$ cat config.mk
export PLATFORM = sky130hd
export DESIGN_NAME = fb_fetch_agen
export DESIGN_NICKNAME = d
export VERILOG_FILES = /design/src/rtl/fbf_pkg.sv /design/src/rtl/fbf_cfg_regs.sv /design/src/rtl/fbf_step.sv /design/src/rtl/fbf_walker.sv /design/src/rtl/fb_fetch_agen.sv
export SDC_FILE = /design/constraint.sdc
export NUM_CORES = 1
export LEC_CHECK = 0
export BUFFER_PORTS_ARGS = -buffer_cell sky130_fd_sc_hd__buf_2
export CORE_ASPECT_RATIO = 0.75
export CORE_MARGIN = 8
export CORE_UTILIZATION = 45
export CTS_CLUSTER_SIZE = 10
export DETAILED_ROUTE_END_ITERATION = 6
export SYNTH_ARGS = -nofsm -noshare
export SYNTH_HDL_FRONTEND = slang
export SYNTH_SLANG_ARGS = --single-unit
$ cat constraint.sdc
create_clock -name clk -period 8.6 [get_ports clk]
set_input_delay 0.43 -clock clk [delete_from_list [all_inputs] [get_ports clk]]
set_output_delay 0.43 -clock clk [all_outputs]
set_load 0.02 [all_outputs]
$ cat src/rtl/fbf_pkg.sv
package fbf_pkg;
  typedef enum logic [1:0] {
    REG_CTRL  = 2'd0,
    REG_BASE  = 2'd1,
    REG_LIMIT = 2'd2,
    REG_LINE  = 2'd3
  } fbf_reg_e;

  localparam int LINE_OFFS_LSB = 16;
  localparam int WORD_HW       = 2;
endpackage

$ cat src/rtl/fbf_cfg_regs.sv
module fbf_cfg_regs
  import fbf_pkg::*;
#(
  parameter int HADDR_W  = 31,
  parameter int REGION_W = 21,
  parameter int WIDTH_W  = 12,
  parameter int OFFS_W   = 12,
  parameter int DATA_W   = 32
) (
  input  logic                clk,
  input  logic                rst,
  input  logic                we,
  input  logic [1:0]          idx,
  input  logic [DATA_W-1:0]   wdata,
  input  logic                capture,
  output logic                en,
  output logic [HADDR_W-1:0]  live_base,
  output logic [WIDTH_W-1:0]  live_width,
  output logic [REGION_W-1:0] sh_limit,
  output logic [WIDTH_W-1:0]  sh_width,
  output logic [OFFS_W-1:0]   sh_offs
);
  logic [REGION_W-1:0] live_limit;
  logic [OFFS_W-1:0]   live_offs;

  always_ff @(posedge clk) begin
    if (rst) begin
      en         <= 1'b0;
      live_base  <= '0;
      live_limit <= '0;
      live_width <= '0;
      live_offs  <= '0;
    end else if (we) begin
      case (fbf_reg_e'(idx))
        REG_CTRL:  en         <= wdata[0];
        REG_BASE:  live_base  <= wdata[HADDR_W-1:0];
        REG_LIMIT: live_limit <= wdata[REGION_W-1:0];
        REG_LINE: begin
          live_width <= wdata[WIDTH_W-1:0];
          live_offs  <= wdata[LINE_OFFS_LSB+OFFS_W-1:LINE_OFFS_LSB];
        end
        default: ;
      endcase
    end
  end

  // Frame-time copy: only refreshed when the walker starts a frame.
  always_ff @(posedge clk) begin
    if (rst) begin
      sh_limit <= '0;
      sh_width <= '0;
      sh_offs  <= '0;
    end else if (capture) begin
      sh_limit <= live_limit;
      sh_width <= live_width;
      sh_offs  <= live_offs;
    end
  end

  assert_shadow_hold_R10: assert property (@(posedge clk) disable iff (rst)
    !capture |=> ($stable(sh_limit) && $stable(sh_width) && $stable(sh_offs)));
endmodule

$ cat src/rtl/fbf_step.sv
module fbf_step
  import fbf_pkg::*;
#(
  parameter int REGION_W = 21,
  parameter int WIDTH_W  = 12,
  parameter int OFFS_W   = 12
) (
  input  logic [REGION_W-1:0] ptr,
  input  logic [WIDTH_W-1:0]  col,
  input  logic [WIDTH_W-1:0]  width,
  input  logic [OFFS_W-1:0]   offs,
  input  logic [REGION_W-1:0] limit,
  output logic [REGION_W-1:0] nxt_ptr,
  output logic [WIDTH_W-1:0]  nxt_col,
  output logic                line_end,
  output logic                frame_end,
  output logic                nxt_eol
);
  localparam int SUM_W = ((REGION_W > OFFS_W) ? REGION_W : OFFS_W) + 2;
  localparam int CW    = WIDTH_W + 1;

  logic [SUM_W-1:0] plain_sum;
  logic [SUM_W-1:0] skip_sum;
  logic [CW-1:0]    col_inc;
  logic [CW-1:0]    nxt_inc;

  always_comb begin
    col_inc   = CW'(col) + CW'(WORD_HW);
    line_end  = (col_inc == CW'(width));
    plain_sum = SUM_W'(ptr) + SUM_W'(WORD_HW);
    skip_sum  = plain_sum + SUM_W'(offs);
    nxt_ptr   = line_end ? skip_sum[REGION_W-1:0] : plain_sum[REGION_W-1:0];
    nxt_col   = line_end ? '0 : col_inc[WIDTH_W-1:0];
    frame_end = line_end && (nxt_ptr == limit);
    nxt_inc   = CW'(nxt_col) + CW'(WORD_HW);
    nxt_eol   = (nxt_inc == CW'(width));
  end
endmodule

$ cat src/rtl/fbf_walker.sv
module fbf_walker
  import fbf_pkg::*;
#(
  parameter int HADDR_W  = 31,
  parameter int REGION_W = 21,
  parameter int WIDTH_W  = 12,
  parameter int OFFS_W   = 12
) (
  input  logic                clk,
  input  logic                rst,
  input  logic                en,
  input  logic [HADDR_W-1:0]  live_base,
  input  logic [WIDTH_W-1:0]  live_width,
  input  logic [REGION_W-1:0] sh_limit,
  input  logic [WIDTH_W-1:0]  sh_width,
  input  logic [OFFS_W-1:0]   sh_offs,
  input  logic                req_ack,
  output logic                capture,
  output logic                req_valid,
  output logic [HADDR_W-1:0]  req_haddr,
  output logic                req_sof,
  output logic                req_eol,
  output logic                frame_done
);
  localparam int HI_W = HADDR_W - REGION_W;

  logic                run;
  logic [REGION_W-1:0] ptr;
  logic [HI_W-1:0]     hi;
  logic [WIDTH_W-1:0]  col;
  logic [REGION_W-1:0] nxt_ptr;
  logic [WIDTH_W-1:0]  nxt_col;
  logic                line_end, frame_end, nxt_eol;
  logic                accept, start_idle, first_eol;

  fbf_step #(
    .REGION_W (REGION_W),
    .WIDTH_W  (WIDTH_W),
    .OFFS_W   (OFFS_W)
  ) u_step (
    .ptr       (ptr),
    .col       (col),
    .width     (sh_width),
    .offs      (sh_offs),
    .limit     (sh_limit),
    .nxt_ptr   (nxt_ptr),
    .nxt_col   (nxt_col),
    .line_end  (line_end),
    .frame_end (frame_end),
    .nxt_eol   (nxt_eol)
  );

  assign accept     = req_valid && req_ack;
  assign start_idle = !run && en;
  assign capture    = start_idle || (run && accept && frame_end);
  assign first_eol  = (live_width == WIDTH_W'(WORD_HW));
  assign req_haddr  = {hi, ptr};

  always_ff @(posedge clk) begin
    if (rst) begin
      run        <= 1'b0;
      ptr        <= '0;
      hi         <= '0;
      col        <= '0;
      req_valid  <= 1'b0;
      req_sof    <= 1'b0;
      req_eol    <= 1'b0;
      frame_done <= 1'b0;
    end else begin
      frame_done <= 1'b0;
      if (start_idle) begin
        run       <= 1'b1;
        ptr       <= live_base[REGION_W-1:0];
        hi        <= live_base[HADDR_W-1:REGION_W];
        col       <= '0;
        req_valid <= 1'b1;
        req_sof   <= 1'b1;
        req_eol   <= first_eol;
      end else if (run && accept) begin
        req_sof <= 1'b0;
        if (frame_end) begin
          frame_done <= 1'b1;
          ptr        <= live_base[REGION_W-1:0];
          hi         <= live_base[HADDR_W-1:REGION_W];
          col        <= '0;
          req_sof    <= 1'b1;
          req_eol    <= first_eol;
        end else begin
          ptr     <= nxt_ptr;
          col     <= nxt_col;
          req_eol <= nxt_eol;
        end
        if (!en) begin
          run       <= 1'b0;
          req_valid <= 1'b0;
          req_sof   <= 1'b0;
          req_eol   <= 1'b0;
        end
      end
    end
  end

  assert_hold_R8: assert property (@(posedge clk) disable iff (rst)
    (req_valid && !req_ack) |=> (req_valid && $stable(req_haddr) && $stable(req_sof) && $stable(req_eol)));

  assert_step_R4: assert property (@(posedge clk) disable iff (rst)
    (accept && !req_eol) |=> (req_haddr[REGION_W-1:0] == REGION_W'($past(req_haddr[REGION_W-1:0]) + REGION_W'(WORD_HW))));

  assert_region_R7: assert property (@(posedge clk) disable iff (rst)
    (accept && !req_eol) |=> $stable(req_haddr[HADDR_W-1:REGION_W]));

  assert_done_pulse_R6: assert property (@(posedge clk) disable iff (rst)
    frame_done |=> !frame_done);

  assert_sof_after_done_R6: assert property (@(posedge clk) disable iff (rst)
    (frame_done && req_valid) |-> req_sof);

  assert_sof_once_R3: assert property (@(posedge clk) disable iff (rst)
    (accept && req_sof) |=> (!req_sof || frame_done));

  assert_stay_idle_R9: assert property (@(posedge clk) disable iff (rst)
    (!en && !req_valid) |=> !req_valid);
endmodule

$ cat src/rtl/fb_fetch_agen.sv
module fb_fetch_agen #(
  parameter int HADDR_W  = 31,
  parameter int REGION_W = 21,
  parameter int WIDTH_W  = 12,
  parameter int OFFS_W   = 12,
  parameter int DATA_W   = 32
) (
  input  logic               clk,
  input  logic               rst,
  input  logic               cfg_we,
  input  logic [1:0]         cfg_idx,
  input  logic [DATA_W-1:0]  cfg_wdata,
  output logic               req_valid,
  output logic [HADDR_W-1:0] req_haddr,
  input  logic               req_ack,
  output logic               req_sof,
  output logic               req_eol,
  output logic               frame_done
);
  logic                en;
  logic                capture;
  logic [HADDR_W-1:0]  live_base;
  logic [WIDTH_W-1:0]  live_width;
  logic [REGION_W-1:0] sh_limit;
  logic [WIDTH_W-1:0]  sh_width;
  logic [OFFS_W-1:0]   sh_offs;

  fbf_cfg_regs #(
    .HADDR_W  (HADDR_W),
    .REGION_W (REGION_W),
    .WIDTH_W  (WIDTH_W),
    .OFFS_W   (OFFS_W),
    .DATA_W   (DATA_W)
  ) u_regs (
    .clk        (clk),
    .rst        (rst),
    .we         (cfg_we),
    .idx        (cfg_idx),
    .wdata      (cfg_wdata),
    .capture    (capture),
    .en         (en),
    .live_base  (live_base),
    .live_width (live_width),
    .sh_limit   (sh_limit),
    .sh_width   (sh_width),
    .sh_offs    (sh_offs)
  );

  fbf_walker #(
    .HADDR_W  (HADDR_W),
    .REGION_W (REGION_W),
    .WIDTH_W  (WIDTH_W),
    .OFFS_W   (OFFS_W)
  ) u_walk (
    .clk        (clk),
    .rst        (rst),
    .en         (en),
    .live_base  (live_base),
    .live_width (live_width),
    .sh_limit   (sh_limit),
    .sh_width   (sh_width),
    .sh_offs    (sh_offs),
    .req_ack    (req_ack),
    .capture    (capture),
    .req_valid  (req_valid),
    .req_haddr  (req_haddr),
    .req_sof    (req_sof),
    .req_eol    (req_eol),
    .frame_done (frame_done)
  );
endmodule

==> metrics.csv <==
stage,metric,value,unit
finish,final core occ,50.67,%
synthesis,Synth area leader,dfxtp_1,
detailed_routing,Routed Antenna Nets,0,
timing,# setup viols final,0,
setup_path,crit end category,flip-flop,
detailed_routing,Vias,8745,
synthesis,Post-synth top flop,dfxtp_1,
detailed_routing,Detailed Routing Iterations Pass 1,5,
synthesis,"Seq/Total Area, Yosys",34.80,%
cts,CTS tree,yes,
pwr,VDD IR max,0.09780,mV
cts,Root Buffer,clkbuf_16,
timing,fin worst setup slack,2357,ps
finish,most frequent cells in the layout,"208 x nand2_1, 169 x dfxtp_1, 127 x nand2b_1",
synthesis,top cell type's share of synthesized area,34.80,%
cts,CTS resizes,0,
setup_path,Critical Path Source Type,flip-flop,
placed_design,hpwl dp,20.84,mm
synthesis,syn avg cell area,7.948,um2
global_route,initial antenna violation count,0,
timing,"Hold Vio Cnt, Final",0,
placed_design,dpl ws,2474,ps
die,Top Ports,73,
synthesis,Syn Nets,1277,
cts,clock-pin slew on the worst setup and hold paths,70,ps
global_route,largest net degree at the start of global routing,137,
timing,Pins Over Slew Limit,0,
cts,clk sinks,169,
placed_design,RePlAce Congestion,0.9009,
setup_path,WP data arrival,6580,ps
finish,Seq. cell area,3383,um2
synthesis,Synth async-reset ratio,0,%
die,die area,26610,um2
finish,# nets final,1292,
cts,CTS Buf Count,17,
global_route,vias in the first global route,7950,
cts,latest clock arrival within the worst-skew pair,440,ps
detailed_routing,initial drt markers,896,
setup_path,crit-path max FO,12,
synthesis,Post-synth EDFFs,0,
synthesis,Post-Syn Area,9721,um2
die,Core Box Area,21180,um2
die,initial core utilization,45.89,%
global_route,GR Util All Layers,22.19,%
cts,setup bufs post-CTS,0,
global_route,GRT overflow,0,
synthesis,Post-Synthesis Cells,1223,
setup_path,kind of critical path,reg -> reg,
finish,area grow syn2layout,10.40,%
synthesis,Synth warnings,0,
die,chip width,185.7,um
synthesis,Yosys cell types,74,
placed_design,dpl cells,1507,
detailed_routing,drt wl/cell,18.97,um
cts,H-tree depth,4,
pwr,Final Power,1730,uW
die,die height,143.3,um
timing,Setup Skew,11.82,ps
detailed_routing,Routed WL,29.20,mm
die,# rows,46,
status,status,finished clean,
run,Max-cap violations,0,
pwr,Cell Pwr Density,161.2,nW/um2
global_route,first-pass GRT wire length,45.60,mm
detailed_routing,routed vias/inst,5.682,
hold_path,worst min path class,in -> reg,
timing,minimum clock period,6243,ps
timing,Max Freq,160.2,MHz
synthesis,#FFs+latches synth,169,
finish,# fillers,2121,
cts,CTS Buffer Depth,2,
setup_path,"Data required, critical path",8940,ps
finish,layout cells sized above 1,10.55,%
finish,area occupied by multi-input gates,5899,um2
finish,# diodes,0,
timing,setup TNS,0,ps
synthesis,synth top area cells,"dfxtp_1 35%, nand2b_1 8.2%, nand2_1 8.0%, mux2i_1 6.7%, a21oi_1 6.0%",
finish,final cell count without fillers,1539,
timing,fin crit share,72.59,%
timing,Worst slew margin,24.55,%
finish,"most common cell after layout, fill and taps aside",nand2_1,
pwr,Leak,0.004140,uW
detailed_routing,post-detailed-route DRC marker count,0,
cts,post-cts hold buffer count,0,
timing,Least-Margin Pin Slew,1129,ps
timing,RSZ-0062 raised after global routing,false,
placed_design,Buffers on Ports,71,
-- sequential cells by signal (all words and copies together) (netlist names) --
signal,count
u_regs.live_base,31
u_regs.live_limit,21
u_regs.sh_limit,21
u_walk.ptr,21
u_regs.live_offs,12
u_regs.live_width,12
u_regs.sh_offs,12
u_regs.sh_width,12
u_walk.col,12
u_walk.hi,10
u_regs.en,1
u_walk.frame_done,1
u_walk.req_eol,1
u_walk.req_sof,1
u_walk.run,1
-- area by class of cell --
class | count | share of cell area [%]
inverter | 22 | 0.7695
clock buffer | 20 | 4.162
clock inverter | 12 | 1.213
tap | 288 | 3.358
timing repair buffer | 80 | 3.999
multi-input combinational | 948 | 54.97
sequential | 169 | 31.53
-- critical path, cell delays in order (launching register included) --
cell	delay [ps]
dfxtp_1	620
ha_1	410
nand3_1	190
nor2_1	250
xnor2_1	150
ha_1	440
nand4_1	180
o22ai_1	200
a211oi_1	90
a311oi_1	660
and4_1	450
mux2_2	370
a21oi_1	130
o2111ai_1	180
nand4bb_1	820
buf_4	490
and2_1	220
a2111oi_2	280
-- per-stage QoR --
stage	hold slack (ps)	area [um2]
floorplan	436.5	9721
global placement	442.4	10150
detailed placement	446.9	10150
CTS	208.6	10730
global route	220.8	10730
finish	216.4	10730
-- layer usage --
layer  global-route usage (%)  part of all wire, %  vias up
li1                         -                    -     4279
met1                    33.61                   50     4105
met2                    29.98                   39      329
met3                    5.357                  9.1       32
met4                    6.461                  1.5        0
met5                        0                    0        -
-- path summary, 6_finish.rpt --
kind                            start                   end  slack, ps  depth (start not counted)
setup / recovery        u_walk.ptr[1]        u_walk.req_eol       2360                         17
hold / removal          cfg_wdata[28]  u_regs.live_base[28]        220                          3
setup reg to reg        u_walk.ptr[1]        u_walk.req_eol       2360                         17
hold reg to reg   u_regs.live_offs[9]   u_regs.live_offs[9]        450                          2
-- Yosys cell counts, drive strengths merged (6+ instances only) --
library cell  count
nand2           208
dfxtp           169
nand2b          127
a21oi           118
nor2             77
mux2i            65
clkbuf           52
xnor2            46
buf              32
xor2             29
o21ai            28
inv              22
nand3            21
nor3             20
ha               15
nand4            14
nor4             14
o22ai            13
a2111oi          10
a211oi           10
and3             10
o2111ai           8
a22oi             7
a32oi             7
or3               7
a21o              6
and2              6
nand3b            6
nor2b             6
-- kinds of logic after synthesis --
family	count (synthesis)	share of synthesized area, %
buffers and inverters	106	4.659
xor gates and xnor gates	78	7.453
muxes	66	6.809
DFF	169	34.80
AOI/OAI and AO/OA	245	15.97
adders and majority gates	16	2.137
and+or+nand+nor	543	28.16
-- where the power goes --
| group | total (uW) | switching (uW) | internal [uW] |
|---|---|---|---|
| sequential | 815 | 16.4 | 799 |
| clock | 781 | 364 | 417 |
| combinational | 134 | 82.6 | 51.3 |
| total | 1730 | 463 | 1270 |
(Power assumes the default switching activity.)
